$ cat config.mk
export PLATFORM = sky130hd
export DESIGN_NAME = ack_retx_sender
export DESIGN_NICKNAME = d
export VERILOG_FILES = /design/src/rtl/ars_pkg.sv /design/src/rtl/ars_slot.sv /design/src/rtl/ars_arb.sv /design/src/rtl/ack_retx_sender.sv
export SDC_FILE = /design/constraint.sdc
export NUM_CORES = 1
export LEC_CHECK = 0
export ABC_AREA = 0
export CAP_MARGIN = 10
export CORE_MARGIN = 3
export CORE_UTILIZATION = 65
export DETAILED_ROUTE_END_ITERATION = 10
export GPL_ROUTABILITY_DRIVEN = 0
export MAX_ROUTING_LAYER = met4
export PLACE_DENSITY_LB_ADDON = 0.15
export SLEW_MARGIN = 20
export SYNTH_ARGS = -nofsm -noshare
export SYNTH_HDL_FRONTEND = slang
export SYNTH_SLANG_ARGS = --single-unit
export TNS_END_PERCENT = 1
$ cat constraint.sdc
create_clock -name clk -period 14 [get_ports clk]
set_input_delay 2.1 -clock clk [delete_from_list [all_inputs] [get_ports clk]]
set_output_delay 2.1 -clock clk [all_outputs]
set_load 0.02 [all_outputs]
$ cat src/rtl/ars_pkg.sv
// Package: shared types of the acknowledged packet sender.
// Assumes: nothing beyond IEEE 1800-2017.
package ars_pkg;
    // Life cycle of one holding buffer.
    typedef enum logic [1:0] {
        SLOT_FREE = 2'd0,
        SLOT_SEND = 2'd1,
        SLOT_WAIT = 2'd2
    } slot_st_t;
endpackage

$ cat src/rtl/ars_slot.sv
// Module: one holding buffer of the sender window.
// Collects the words of one packet, waits for its turn on the output,
// then times the acknowledgment and asks for a resend or an abort.
// Assumes: wr_en only arrives while the buffer is free; flush has priority.
module ars_slot
    import ars_pkg::*;
#(
    parameter int DATA_W = 8,
    parameter int PKT_W  = 32,
    parameter int CNT_W  = 2,
    parameter int SEQ_W  = 4,
    parameter int TMO_W  = 16,
    parameter int RTY_W  = 4
) (
    input  logic             clk,
    input  logic             rst_n,
    input  logic             flush,
    input  logic             wr_en,
    input  logic [CNT_W-1:0] wr_idx,
    input  logic [DATA_W-1:0] wr_data,
    input  logic             wr_close,
    input  logic             wr_last,
    input  logic [SEQ_W-1:0] wr_seq,
    input  logic             sent,
    input  logic             ack_valid,
    input  logic [SEQ_W-1:0] ack_seq,
    input  logic [TMO_W-1:0] cfg_timeout,
    input  logic [RTY_W-1:0] cfg_max_retry,
    output logic             is_free,
    output logic             is_send,
    output logic [SEQ_W-1:0] seq_q,
    output logic             last_q,
    output logic [PKT_W-1:0] payload_q,
    output logic             retry_ev,
    output logic             abort_ev
);
    slot_st_t         state;
    logic [TMO_W-1:0] timer;
    logic [RTY_W-1:0] tries;
    logic             ack_hit;
    logic             expired;
    logic [TMO_W:0]   timer_inc;

    // Decode acknowledgment match and timer expiry for the waiting state.
    always_comb begin
        timer_inc = {1'b0, timer} + {{TMO_W{1'b0}}, 1'b1};
        ack_hit   = (state == SLOT_WAIT) && ack_valid && (ack_seq == seq_q);
        expired   = (state == SLOT_WAIT) && !ack_hit && (timer_inc >= {1'b0, cfg_timeout});
        retry_ev  = expired && (tries != cfg_max_retry);
        abort_ev  = expired && (tries == cfg_max_retry);
        is_free   = (state == SLOT_FREE);
        is_send   = (state == SLOT_SEND);
    end

    // Buffer state machine: fill, offer, wait, resend.
    always_ff @(posedge clk) begin
        if (!rst_n) begin
            state     <= SLOT_FREE;
            timer     <= '0;
            tries     <= '0;
            seq_q     <= '0;
            last_q    <= 1'b0;
            payload_q <= '0;
        end else if (flush) begin
            state <= SLOT_FREE;
        end else begin
            case (state)
                SLOT_FREE: begin
                    if (wr_en) begin
                        if (wr_idx == '0) begin
                            payload_q <= PKT_W'(wr_data);
                        end else begin
                            payload_q[wr_idx*DATA_W +: DATA_W] <= wr_data;
                        end
                        if (wr_close) begin
                            state  <= SLOT_SEND;
                            seq_q  <= wr_seq;
                            last_q <= wr_last;
                            tries  <= '0;
                        end
                    end
                end
                SLOT_SEND: begin
                    if (sent) begin
                        state <= SLOT_WAIT;
                        timer <= '0;
                    end
                end
                SLOT_WAIT: begin
                    if (ack_hit) begin
                        state <= SLOT_FREE;
                    end else if (expired) begin
                        if (tries != cfg_max_retry) begin
                            state <= SLOT_SEND;
                            tries <= tries + 1'b1;
                        end
                    end else begin
                        timer <= timer + 1'b1;
                    end
                end
                default: state <= SLOT_FREE;
            endcase
        end
    end
endmodule

$ cat src/rtl/ars_arb.sv
// Module: output selector of the sender window.
// Offers the lowest-numbered buffer that wants to transmit and keeps a
// stalled offer on the port until it is taken.
// Assumes: send_vec bits only fall through a handshake or a flush.
module ars_arb #(
    parameter int WIN   = 4,
    parameter int WIN_W = 2,
    parameter int SEQ_W = 4,
    parameter int PKT_W = 32
) (
    input  logic                       clk,
    input  logic                       rst_n,
    input  logic                       flush,
    input  logic [WIN-1:0]             send_vec,
    input  logic [WIN-1:0][SEQ_W-1:0]  seq_vec,
    input  logic [WIN-1:0]             last_vec,
    input  logic [WIN-1:0][PKT_W-1:0]  pay_vec,
    input  logic                       pkt_ready,
    output logic                       pkt_valid,
    output logic [SEQ_W-1:0]           pkt_seq,
    output logic                       pkt_last,
    output logic [PKT_W-1:0]           pkt_payload,
    output logic [WIN-1:0]             sent_vec
);
    logic             hold_v;
    logic [WIN_W-1:0] hold_idx;
    logic [WIN_W-1:0] sel;

    // Pick the held buffer if still waiting, else the lowest waiting one.
    always_comb begin
        sel = '0;
        for (int i = WIN - 1; i >= 0; i--) begin
            if (send_vec[i]) sel = WIN_W'(i);
        end
        if (hold_v && send_vec[hold_idx]) sel = hold_idx;
        pkt_valid   = |send_vec;
        pkt_seq     = seq_vec[sel];
        pkt_last    = last_vec[sel];
        pkt_payload = pay_vec[sel];
        sent_vec    = '0;
        sent_vec[sel] = pkt_valid && pkt_ready;
    end

    // Remember a stalled offer so the port stays stable.
    always_ff @(posedge clk) begin
        if (!rst_n) begin
            hold_v   <= 1'b0;
            hold_idx <= '0;
        end else begin
            hold_v   <= pkt_valid && !pkt_ready && !flush;
            hold_idx <= sel;
        end
    end
endmodule

$ cat src/rtl/ack_retx_sender.sv
// Module: acknowledged packet sender with timed retransmission (top).
// Splits a word stream into numbered packets, keeps up to WIN packets
// until acknowledged, resends on timeout and aborts after too many tries.
// Assumes: WIN is a power of two not above 2^SEQ_W; configuration is
// changed only between messages.
module ack_retx_sender
    import ars_pkg::*;
#(
    parameter int DATA_W    = 8,
    parameter int PKT_WORDS = 4,
    parameter int SEQ_W     = 4,
    parameter int WIN       = 4,
    parameter int TMO_W     = 16,
    parameter int RTY_W     = 4,
    parameter int RCNT_W    = 8
) (
    input  logic                          clk,
    input  logic                          rst_n,
    input  logic [TMO_W-1:0]              cfg_timeout,
    input  logic [RTY_W-1:0]              cfg_max_retry,
    input  logic                          msg_valid,
    output logic                          msg_ready,
    input  logic [DATA_W-1:0]             msg_data,
    input  logic                          msg_last,
    output logic                          pkt_valid,
    input  logic                          pkt_ready,
    output logic [SEQ_W-1:0]              pkt_seq,
    output logic                          pkt_last,
    output logic [PKT_WORDS*DATA_W-1:0]   pkt_payload,
    input  logic                          ack_valid,
    input  logic [SEQ_W-1:0]              ack_seq,
    output logic                          done,
    output logic                          error,
    output logic [RCNT_W-1:0]             retry_cnt
);
    localparam int PKT_W = PKT_WORDS * DATA_W;
    localparam int CNT_W = (PKT_WORDS > 1) ? $clog2(PKT_WORDS) : 1;
    localparam int WIN_W = (WIN > 1) ? $clog2(WIN) : 1;

    logic [SEQ_W-1:0]            nseq;
    logic [CNT_W-1:0]            wcnt;
    logic                        closed, drain, in_msg, err_q, done_q;
    logic [RCNT_W-1:0]           rcnt;
    logic [WIN_W-1:0]            wslot;
    logic                        acc, wr_on, close_pkt, abort, all_free, done_n;
    logic [WIN-1:0]              slot_free, slot_send, slot_retry, slot_abort, sent_vec;
    logic [WIN-1:0][SEQ_W-1:0]   slot_seq;
    logic [WIN-1:0]              slot_last;
    logic [WIN-1:0][PKT_W-1:0]   slot_pay;
    logic [WIN_W:0]              nret;
    logic [RCNT_W:0]             rsum;

    // Input acceptance, packet closing and window status.
    always_comb begin
        wslot     = nseq[WIN_W-1:0];
        msg_ready = drain || (!closed && slot_free[wslot]);
        acc       = msg_valid && msg_ready;
        wr_on     = acc && !drain;
        close_pkt = wr_on && (msg_last || (wcnt == CNT_W'(PKT_WORDS - 1)));
        abort     = |slot_abort;
        all_free  = &slot_free;
        done_n    = closed && all_free;
        nret      = '0;
        for (int i = 0; i < WIN; i++) nret = nret + (WIN_W + 1)'(slot_retry[i]);
        rsum      = {1'b0, rcnt} + (RCNT_W + 1)'(nret);
    end

    for (genvar g = 0; g < WIN; g++) begin : g_slot
        ars_slot #(
            .DATA_W(DATA_W), .PKT_W(PKT_W), .CNT_W(CNT_W),
            .SEQ_W(SEQ_W), .TMO_W(TMO_W), .RTY_W(RTY_W)
        ) slot_i (
            .clk          (clk),
            .rst_n        (rst_n),
            .flush        (abort),
            .wr_en        (wr_on && (wslot == WIN_W'(g))),
            .wr_idx       (wcnt),
            .wr_data      (msg_data),
            .wr_close     (close_pkt),
            .wr_last      (msg_last),
            .wr_seq       (nseq),
            .sent         (sent_vec[g]),
            .ack_valid    (ack_valid),
            .ack_seq      (ack_seq),
            .cfg_timeout  (cfg_timeout),
            .cfg_max_retry(cfg_max_retry),
            .is_free      (slot_free[g]),
            .is_send      (slot_send[g]),
            .seq_q        (slot_seq[g]),
            .last_q       (slot_last[g]),
            .payload_q    (slot_pay[g]),
            .retry_ev     (slot_retry[g]),
            .abort_ev     (slot_abort[g])
        );
    end

    ars_arb #(
        .WIN(WIN), .WIN_W(WIN_W), .SEQ_W(SEQ_W), .PKT_W(PKT_W)
    ) arb_i (
        .clk        (clk),
        .rst_n      (rst_n),
        .flush      (abort),
        .send_vec   (slot_send),
        .seq_vec    (slot_seq),
        .last_vec   (slot_last),
        .pay_vec    (slot_pay),
        .pkt_ready  (pkt_ready),
        .pkt_valid  (pkt_valid),
        .pkt_seq    (pkt_seq),
        .pkt_last   (pkt_last),
        .pkt_payload(pkt_payload),
        .sent_vec   (sent_vec)
    );

    // Message-level control: numbering, word count, completion and abort.
    always_ff @(posedge clk) begin
        if (!rst_n) begin
            nseq   <= '0;
            wcnt   <= '0;
            closed <= 1'b0;
            drain  <= 1'b0;
            in_msg <= 1'b0;
            err_q  <= 1'b0;
            done_q <= 1'b0;
            rcnt   <= '0;
        end else begin
            done_q <= done_n;
            if (acc && !in_msg) begin
                rcnt  <= '0;
                err_q <= 1'b0;
            end else if (!abort) begin
                rcnt <= rsum[RCNT_W] ? {RCNT_W{1'b1}} : rsum[RCNT_W-1:0];
            end
            if (acc) in_msg <= !msg_last;
            if (acc && msg_last) begin
                if (drain) drain <= 1'b0;
                else       closed <= 1'b1;
            end
            if (wr_on) begin
                if (close_pkt) begin
                    nseq <= nseq + 1'b1;
                    wcnt <= '0;
                end else begin
                    wcnt <= wcnt + 1'b1;
                end
            end
            if (done_n) begin
                closed <= 1'b0;
                nseq   <= '0;
            end
            if (abort) begin
                err_q  <= 1'b1;
                closed <= 1'b0;
                wcnt   <= '0;
                nseq   <= '0;
                drain  <= acc ? !msg_last : in_msg;
            end
        end
    end

    assign done      = done_q;
    assign error     = err_q;
    assign retry_cnt = rcnt;
endmodule

==> metrics.csv, run 1 <==
stage,metric,value,unit
synthesis,synth.mux.area_fraction,0.136,
drt,viasPerCell,6.70,
setup_path,crit_slowest_cell,nor2_4,
global_route,track_usage,0.332,
setup_path,path_buf_inv,2,
synthesis,netlist_instances,1700,
flow_run,maxCapViolations,0,
setup_path,critPathTopFamily,buffers and inverters,
setup_path,crit_required,11900,ps
floorplan,pin_count,87,
setup_path,cp-end-kind,output port,
setup_path,path_cells,"nand2b_1, o21ai_1, a22oi_1, nor2_4, buf_4, mux4_2, clkdlybuf4s50_1",
min_path,hold_depth,2,
clock_tree,cts_hold_buf,0,
setup_path,rr_startpoint,g_slot[0].slot_i.timer[0],
placed_design,numPortBuffers,86,
sta,hold_viol,0,
sta,maxSlewViolCount,0,
clock_tree,clock_latency,550,ps
synthesis,synth_fp_nets,1823,
synthesis,synthFlopType,dfxtp_1,
finish,fillers,1629,
clock_tree,htreeDepth,1,
sta,rsz0062_at_grt,false,
finish,register_area,5160,um2
sta,max_freq,0.165,GHz
synthesis,synth_top_family_by_area,simple AND/OR/NAND/NOR gates,
synthesis,ys_ff_latch,258,
min_path,min_path_type,reg -> reg,
finish,nets,1845,
drt,drtPass1Iterations,7,
floorplan,initial_core_util,0.676,
synthesis,async_reset_ff_frac,0,
finish,multiInputGateArea,9290,um2
sta,fin_tns_setup,0,ps
synthesis,syn_area,15000,um2
setup_path,cp.depth,7,
global_route,grt_max_degree,107,
setup_path,critPathLaunch,g_slot[3].slot_i.state[1],
floorplan,die_area,25000,um2
floorplan,die_h,158,um
synthesis,synth_compound_area_frac,0.141,
finish,fin_util,0.753,
setup_path,critPathMaxStageDelay,690,ps
sta,skew,18.8,ps
power_and_ir_drop,power.leakage,0.00650,uW
clock_tree,cts_setup_buffers,0,
clock_tree,cts.sinks,258,
global_route,grt_pass1_wl,66100,um
power_and_ir_drop,p_per_area,102,nW/um2
synthesis,synth_edf_count,0,
drt,ant_nets,0,
global_route,antenna_found_initial,0,
drt,drc,0,
global_route,grt.overflow.total,0,
finish,drive_above_1_share,0.0707,
clock_tree,path_clk_slew,60,ps
drt,dr_total_vias,13500,
drt,drt_iter0_drc,1245,
sta,setup_violations,0,
finish,antennaDiodeCount,0,
synthesis,seq_area_frac_synth,0.344,
power_and_ir_drop,ir_worst_vdd,0.000103,V
sta,period_needed,6070,ps
setup_path,worstSetupPathType,reg -> out,
synthesis,synth.distinct_cells,82,
clock_tree,root_buffer,clkbuf_16,
clock_tree,cts_buffer_depth,3,
setup_path,crit_arrival,3970,ps
min_path,min_from,g_slot[0].slot_i.payload_q[0],
clock_tree,cts_resized,0,
clock_tree,cts_made_buffers,27,
drt,wl_per_cell,20.3,um
placed_design,dp_hpwl,27900,um
sta,slew_headroom,0.235,
clock_tree,cts_tree,done,
finish,syn2layout_area_growth,11.5,%
synthesis,synth-adder-area-share,0.0723,
floorplan,num_rows,54,
drt,wl,41100,um
placed_design,numPlacedInstances,1973,
setup_path,crit_fanout,23,
outcome,outcome,finished clean,
floorplan,fp.dieW,158,um
floorplan,design.core.area,22200,um2
global_route,grt_pass1_vias,13100,
sta,final.period_utilization,0.434,
setup_path,r2r_cells,20,
finish,final_cells,2020,
synthesis,synth-simple-area-share,0.216,
synthesis,yosysWarnings,0,
synthesis,synth_xor_area_frac,0.0519,
synthesis,avgSynthCellArea,8.83,um2
sta,worst_pin_slew,1150,ps
setup_path,critPathLaunchType,flip-flop,
[area by class of cell]
cell class                 instances  area share
clock inverter                     8     0.00426
clock buffer                      39      0.0472
tap                              280      0.0209
inverter                          37     0.00829
sequential                       258       0.308
multi-input combinational       1301       0.555
timing repair buffer              97      0.0564
[cells by family (layout without fill, tap and decap cells)]
group                      count (synthesis)  after routing
muxes                                    156            156
DFF                                      258            258
and+or+nand+nor                          637            637
adders and majority gates                 85             85
xor gates and xnor gates                  89             89
buffers and inverters                    141            181
AOI/OAI and AO/OA                        334            334
[power breakdown]
part	internal, uW	switching [uW]	total (uW)
clock network	408	299	707
registers	746	10.4	756
logic	87.1	153	240
total	1240	462	1700
[stage by stage]
| step | cell area [um2] | setup slack (ps) | total power, uW | hold slack (ps) |
|---|---|---|---|---|
| 2_1_floorplan | 15000 | 8460 | 933 | 432 |
| 3_3_place_gp | 15900 | 7660 | 1000 | 437 |
| 3_5_place_dp | 15900 | 7490 | 1010 | 445 |
| 4_1_cts | 16700 | 7950 | 1700 | 456 |
| 5_1_grt | 16700 | 7740 | 1750 | 477 |
| 6_report | 16700 | 7930 | 1700 | 454 |
[path summary, 6_finish.rpt]
check | slack, ps | end
worst max-delay path | 7930 | pkt_payload[1]
worst min-delay path | 450 | g_slot[0].slot_i.payload_q[0]
worst max register to register | 8290 | retry_cnt[0]
worst min register to register | 450 | g_slot[0].slot_i.payload_q[0]
[flip-flops by register name, indices dropped and copies added (netlist names)]
signal                   cells
g_slot.slot_i.payload_q    128
g_slot.slot_i.timer         64
g_slot.slot_i.seq_q         16
g_slot.slot_i.tries         16
g_slot.slot_i.state          8
retry_cnt                    8
g_slot.slot_i.last_q         4
nseq                         4
arb_i.hold_idx               2
wcnt                         2
arb_i.hold_v                 1
closed                       1
done                         1
drain                        1
error                        1
in_msg                       1
[layout by cell type, fill, tap and decap left out, types with 9 or more instances in the layout]
| cell | instances |
|---|---|
| clkbuf_16 | 27 |
| o22ai_1 | 22 |
| a211oi_1 | 11 |
| nor2b_1 | 11 |
| and3_1 | 21 |
| clkdlybuf4s50_1 | 85 |
| xnor2_1 | 58 |
| a31oi_1 | 18 |
| nand2b_1 | 12 |
| mux4_2 | 38 |
| nor2_1 | 75 |
| dfxtp_1 | 258 |
| nand3b_1 | 10 |
| nand2_1 | 245 |
| o21ai_0 | 79 |
| o211ai_1 | 9 |
| and2_1 | 17 |
| nand3_1 | 84 |
| nor3_1 | 14 |
| o31ai_1 | 24 |
| mux2i_1 | 117 |
| ha_1 | 82 |
| o311ai_0 | 18 |
| xor2_1 | 31 |
| nand4_1 | 42 |
| a21oi_1 | 92 |
| inv_1 | 35 |
| or4_1 | 17 |
| or3_1 | 32 |
| buf_4 | 11 |
[tightest hold or removal path, delay by kind of cell, from the launching register on]
family	cells	cell delay, ps
multiplexers	1	50
AND/OR/NAND/NOR	1	50
flip-flops	1	310
[synth_stat cells, types with 21 or more instances]
| cell type | instances | area [um2] |
|---|---|---|
| ha_1 | 82 | 1030 |
| xnor2_1 | 58 | 508 |
| mux4_2 | 38 | 856 |
| nand3_1 | 84 | 420 |
| a21oi_1 | 93 | 465 |
| nand4_1 | 42 | 263 |
| or3_1 | 32 | 200 |
| o21ai_0 | 79 | 395 |
| o31ai_1 | 24 | 180 |
| dfxtp_1 | 258 | 5160 |
| inv_1 | 35 | 131 |
| nand2_1 | 245 | 920 |
| o22ai_1 | 22 | 138 |
| xor2_1 | 31 | 272 |
| mux2i_1 | 117 | 1170 |
| nor2_1 | 76 | 285 |
| clkbuf_1 | 73 | 274 |
| and3_1 | 21 | 131 |
[per-layer routing]
| layer | global-route usage | vias up | part of all wire |
|---|---|---|---|
| met5 | - | - | 0 |
| met4 | 0.134 | 0 | 0.039 |
| met2 | 0.523 | 614 | 0.47 |
| met3 | 0.0391 | 145 | 0.069 |
| li1 | - | 6266 | - |
| met1 | 0.437 | 6508 | 0.42 |
No activity file was read; power rests on OpenSTA's default activity.
==> run 2, diff against run 1 <==
Settings changed: CORE_UTILIZATION 65 to 61.
Clock period 14 ns to 5.7 ns, I/O delays scaled along.
==> metrics.csv, run 2 (synthesized netlist as in run 1, its figures left out) <==
stage,metric,value,unit,change
outcome,outcome,finished clean,,unchanged
min_path,min_path_type,reg -> reg,,unchanged
power_and_ir_drop,p_int,3150,uW,was 1240 uW
min_path,holdPathEnd,g_slot[1].slot_i.payload_q[21],,was g_slot[0].slot_i.payload_q[0]
sta,fin_tns_setup,0,ps,unchanged
finish,largest_reg_flops,128,,unchanged
setup_path,crit_required,6110,ps,was 11900 ps
drt,viasPerCell,6.42,,was 6.70
clock_tree,path_clk_slew,70,ps,was 60 ps
clock_tree,htreeDepth,1,,unchanged
drt,dr.max_layer_used,met4,,unchanged
power_and_ir_drop,switching_share,0.275,,was 0.271
floorplan,initial_core_util,0.630,,was 0.676
global_route,grt_pass1_wl,66500,um,was 66100 um
floorplan,design.core.area,23800,um2,was 22200 um2
setup_path,rr_startpoint,g_slot[0].slot_i.timer[2],,was g_slot[0].slot_i.timer[0]
power_and_ir_drop,power.leakage,0.00657,uW,was 0.00650 uW
sta,skew,18.3,ps,was 18.8 ps
min_path,min_from,g_slot[1].slot_i.payload_q[21],,was g_slot[0].slot_i.payload_q[0]
finish,final_cells,2069,,was 2020
setup_path,worstSetupPathType,reg -> reg,,was reg -> out
sta,worst_pin_slew,1090,ps,was 1150 ps
global_route,grt.overflow.total,0,,unchanged
setup_path,crit_fanout,7,,was 23
drt,drtPass1Iterations,6,,was 7
setup_path,crit_arrival,5750,ps,was 3970 ps
setup_path,critPathLaunchType,flip-flop,,unchanged
drt,dr_total_vias,13300,,was 13500
clock_tree,cts_buffer_depth,3,,unchanged
setup_path,r2r_cells,20,,unchanged
drt,wl,41100,um,about the same
drt,wl_per_cell,19.9,um,was 20.3 um
placed_design,dp_hpwl,28200,um,was 27900 um
clock_tree,cts_resized,0,,unchanged
drt,ant_nets,0,,unchanged
finish,top_register,g_slot.slot_i.payload_q,,unchanged
placed_design,place_ws,243,ps,was 7490 ps
clock_tree,cts_setup_buffers,0,,unchanged
power_and_ir_drop,p_per_area,256,nW/um2,was 102 nW/um2
sta,max_freq,0.187,GHz,
drt,drt-met1-wl,17600,um,was 17300 um
power_and_ir_drop,p_seq_frac,0.427,,was 0.444
finish,layout_commonest_cell,dfxtp_1,,unchanged
floorplan,pin_count,87,,unchanged
sta,maxSlewViolCount,0,,unchanged
clock_tree,clock_latency,560,ps,was 550 ps
power_and_ir_drop,clock_power_share,0.437,,was 0.415
global_route,track_usage,0.313,,was 0.332
floorplan,die_h,163,um,was 158 um
power_and_ir_drop,pwr-share-comb,0.135,,was 0.141
setup_path,r2r_end,retry_cnt[0],,unchanged
clock_tree,root_buffer,clkbuf_16,,unchanged
placed_design,numPortBuffers,86,,unchanged
setup_path,cp-end-kind,flip-flop,,was output port
setup_path,r2r_slack,360,ps,was 8290 ps
placed_design,numPlacedInstances,2017,,was 1973
sta,setup_ws,355,ps,was 7930 ps
sta,period_needed,5340,ps,
finish,top_regs,"g_slot.slot_i.payload_q: 128 flops, g_slot.slot_i.timer: 64 flops",,unchanged
drt,drt_iter0_drc,1189,,was 1245
floorplan,num_rows,56,,was 54
sta,setup_violations,0,,unchanged
finish,drive_above_1_share,0.0811,,was 0.0707
drt,wl_met2,19700,um,was 19300 um
global_route,grt_pass1_vias,13000,,was 13100
floorplan,fp.dieW,163,um,was 158 um
flow_run,maxCapViolations,0,,unchanged
sta,hold_viol,0,,unchanged
global_route,grt_max_degree,80,,was 107
clock_tree,cts_tree,done,,unchanged
floorplan,die_area,26500,um2,was 25000 um2
power_and_ir_drop,switchingPower,1190,uW,was 462 uW
min_path,hold_depth,2,,unchanged
clock_tree,cts.sinks,258,,unchanged
clock_tree,cts_made_buffers,28,,was 27
finish,syn2layout_area_growth,13.0,%,was 11.5%
global_route,antenna_found_initial,0,,unchanged
clock_tree,cts_hold_buf,0,,unchanged
finish,mostFrequentLayoutCells,"dfxtp_1, nand2_1, mux2i_1",,unchanged
drt,drc,0,,unchanged
sta,final.period_utilization,0.938,,
finish,nets,1851,,was 1845
finish,fillers,1885,,was 1629
power_and_ir_drop,ir_worst_vdd,0.000220,V,was 0.000103 V
drt,met3_wirelength,2730,um,was 2840 um
sta,slew_headroom,0.273,,was 0.235
finish,antennaDiodeCount,0,,unchanged
sta,rsz0062_at_grt,false,,unchanged
run 2: changes by cell type in the layout (fill, tap and decap cells not counted), sizes merged:
cell	change
clkinvlp	+4
clkbuf	-2
buf	+5
bufinv	+1
clkinv	+2
run 2: worst max-delay path by stage:
stage | from | end | slack, ps | cells past startpoint
finish | g_slot[0].slot_i.timer[2] | retry_cnt[0] | 360 | 20
global route | g_slot[0].slot_i.timer[0] | retry_cnt[0] | 40 | 21
CTS | g_slot[0].slot_i.timer[2] | retry_cnt[0] | 200 | 20
detailed placement | g_slot[0].slot_i.timer[2] | retry_cnt[0] | 240 | 20
global placement | g_slot[0].slot_i.timer[2] | retry_cnt[3] | 350 | 20
floorplan | g_slot[0].slot_i.timer[2] | retry_cnt[0] | 710 | 20
run 2: metal layers:
metal / vias to the layer above / global-route usage
met4: 0 / 0.0934
met2: 470 / 0.512
met5: - / -
met1: 6419 / 0.409
li1: 6299 / -
met3: 90 / 0.0425
run 2: per-stage QoR:
step | power [uW] | hold WS, ps | instance area, um2 | util
2_1_floorplan | 2290 | 432 | 15000 | -
3_3_place_gp | 2470 | 436 | 16000 | 0.671
3_5_place_dp | 2470 | 447 | 16000 | 0.671
4_1_cts | 4350 | 455 | 17000 | 0.712
5_1_grt | 4470 | 473 | 17000 | 0.713
6_report | 4340 | 454 | 17000 | 0.713
run 2: cell type report:
| cell class | instances | area, um2 | share of cell area |
|---|---|---|---|
| repair buffers | 102 | 995 | 0.0586 |
| well taps | 319 | 399 | 0.0235 |
| inverters | 37 | 139 | 0.00818 |
| flip-flops and latches | 258 | 5160 | 0.304 |
| clock inverters | 15 | 156 | 0.00921 |
| multi-input cells | 1301 | 9310 | 0.548 |
| clock buffers | 37 | 815 | 0.0480 |
run 2: worst max-delay path: stages, from the launching register on:
cell and delay, ps:
dfxtp_1 440, nand3_2 170, or4_1 620, nor2_1 220, nand3_1 190, nor2_2 210
xor2_1 90, ha_1 290, and3_1 190, nand4_1 100, o311a_1 200, a21bo_2 250
or2_2 290, fa_1 510, inv_1 60, fa_1 460, fa_2 420, nand3_1 150
nor4_1 90, nand2_1 120, o311ai_0 140
run 2: power by group through the flow:
stage / Clock, uW / Sequential [uW] / Combinational, uW
finish: 1900 / 1860 / 588
floorplan: 0 / 1890 / 403
detailed placement: 0 / 1890 / 578
global placement: 0 / 1890 / 572
CTS: 1920 / 1850 / 581
global route: 1990 / 1860 / 624
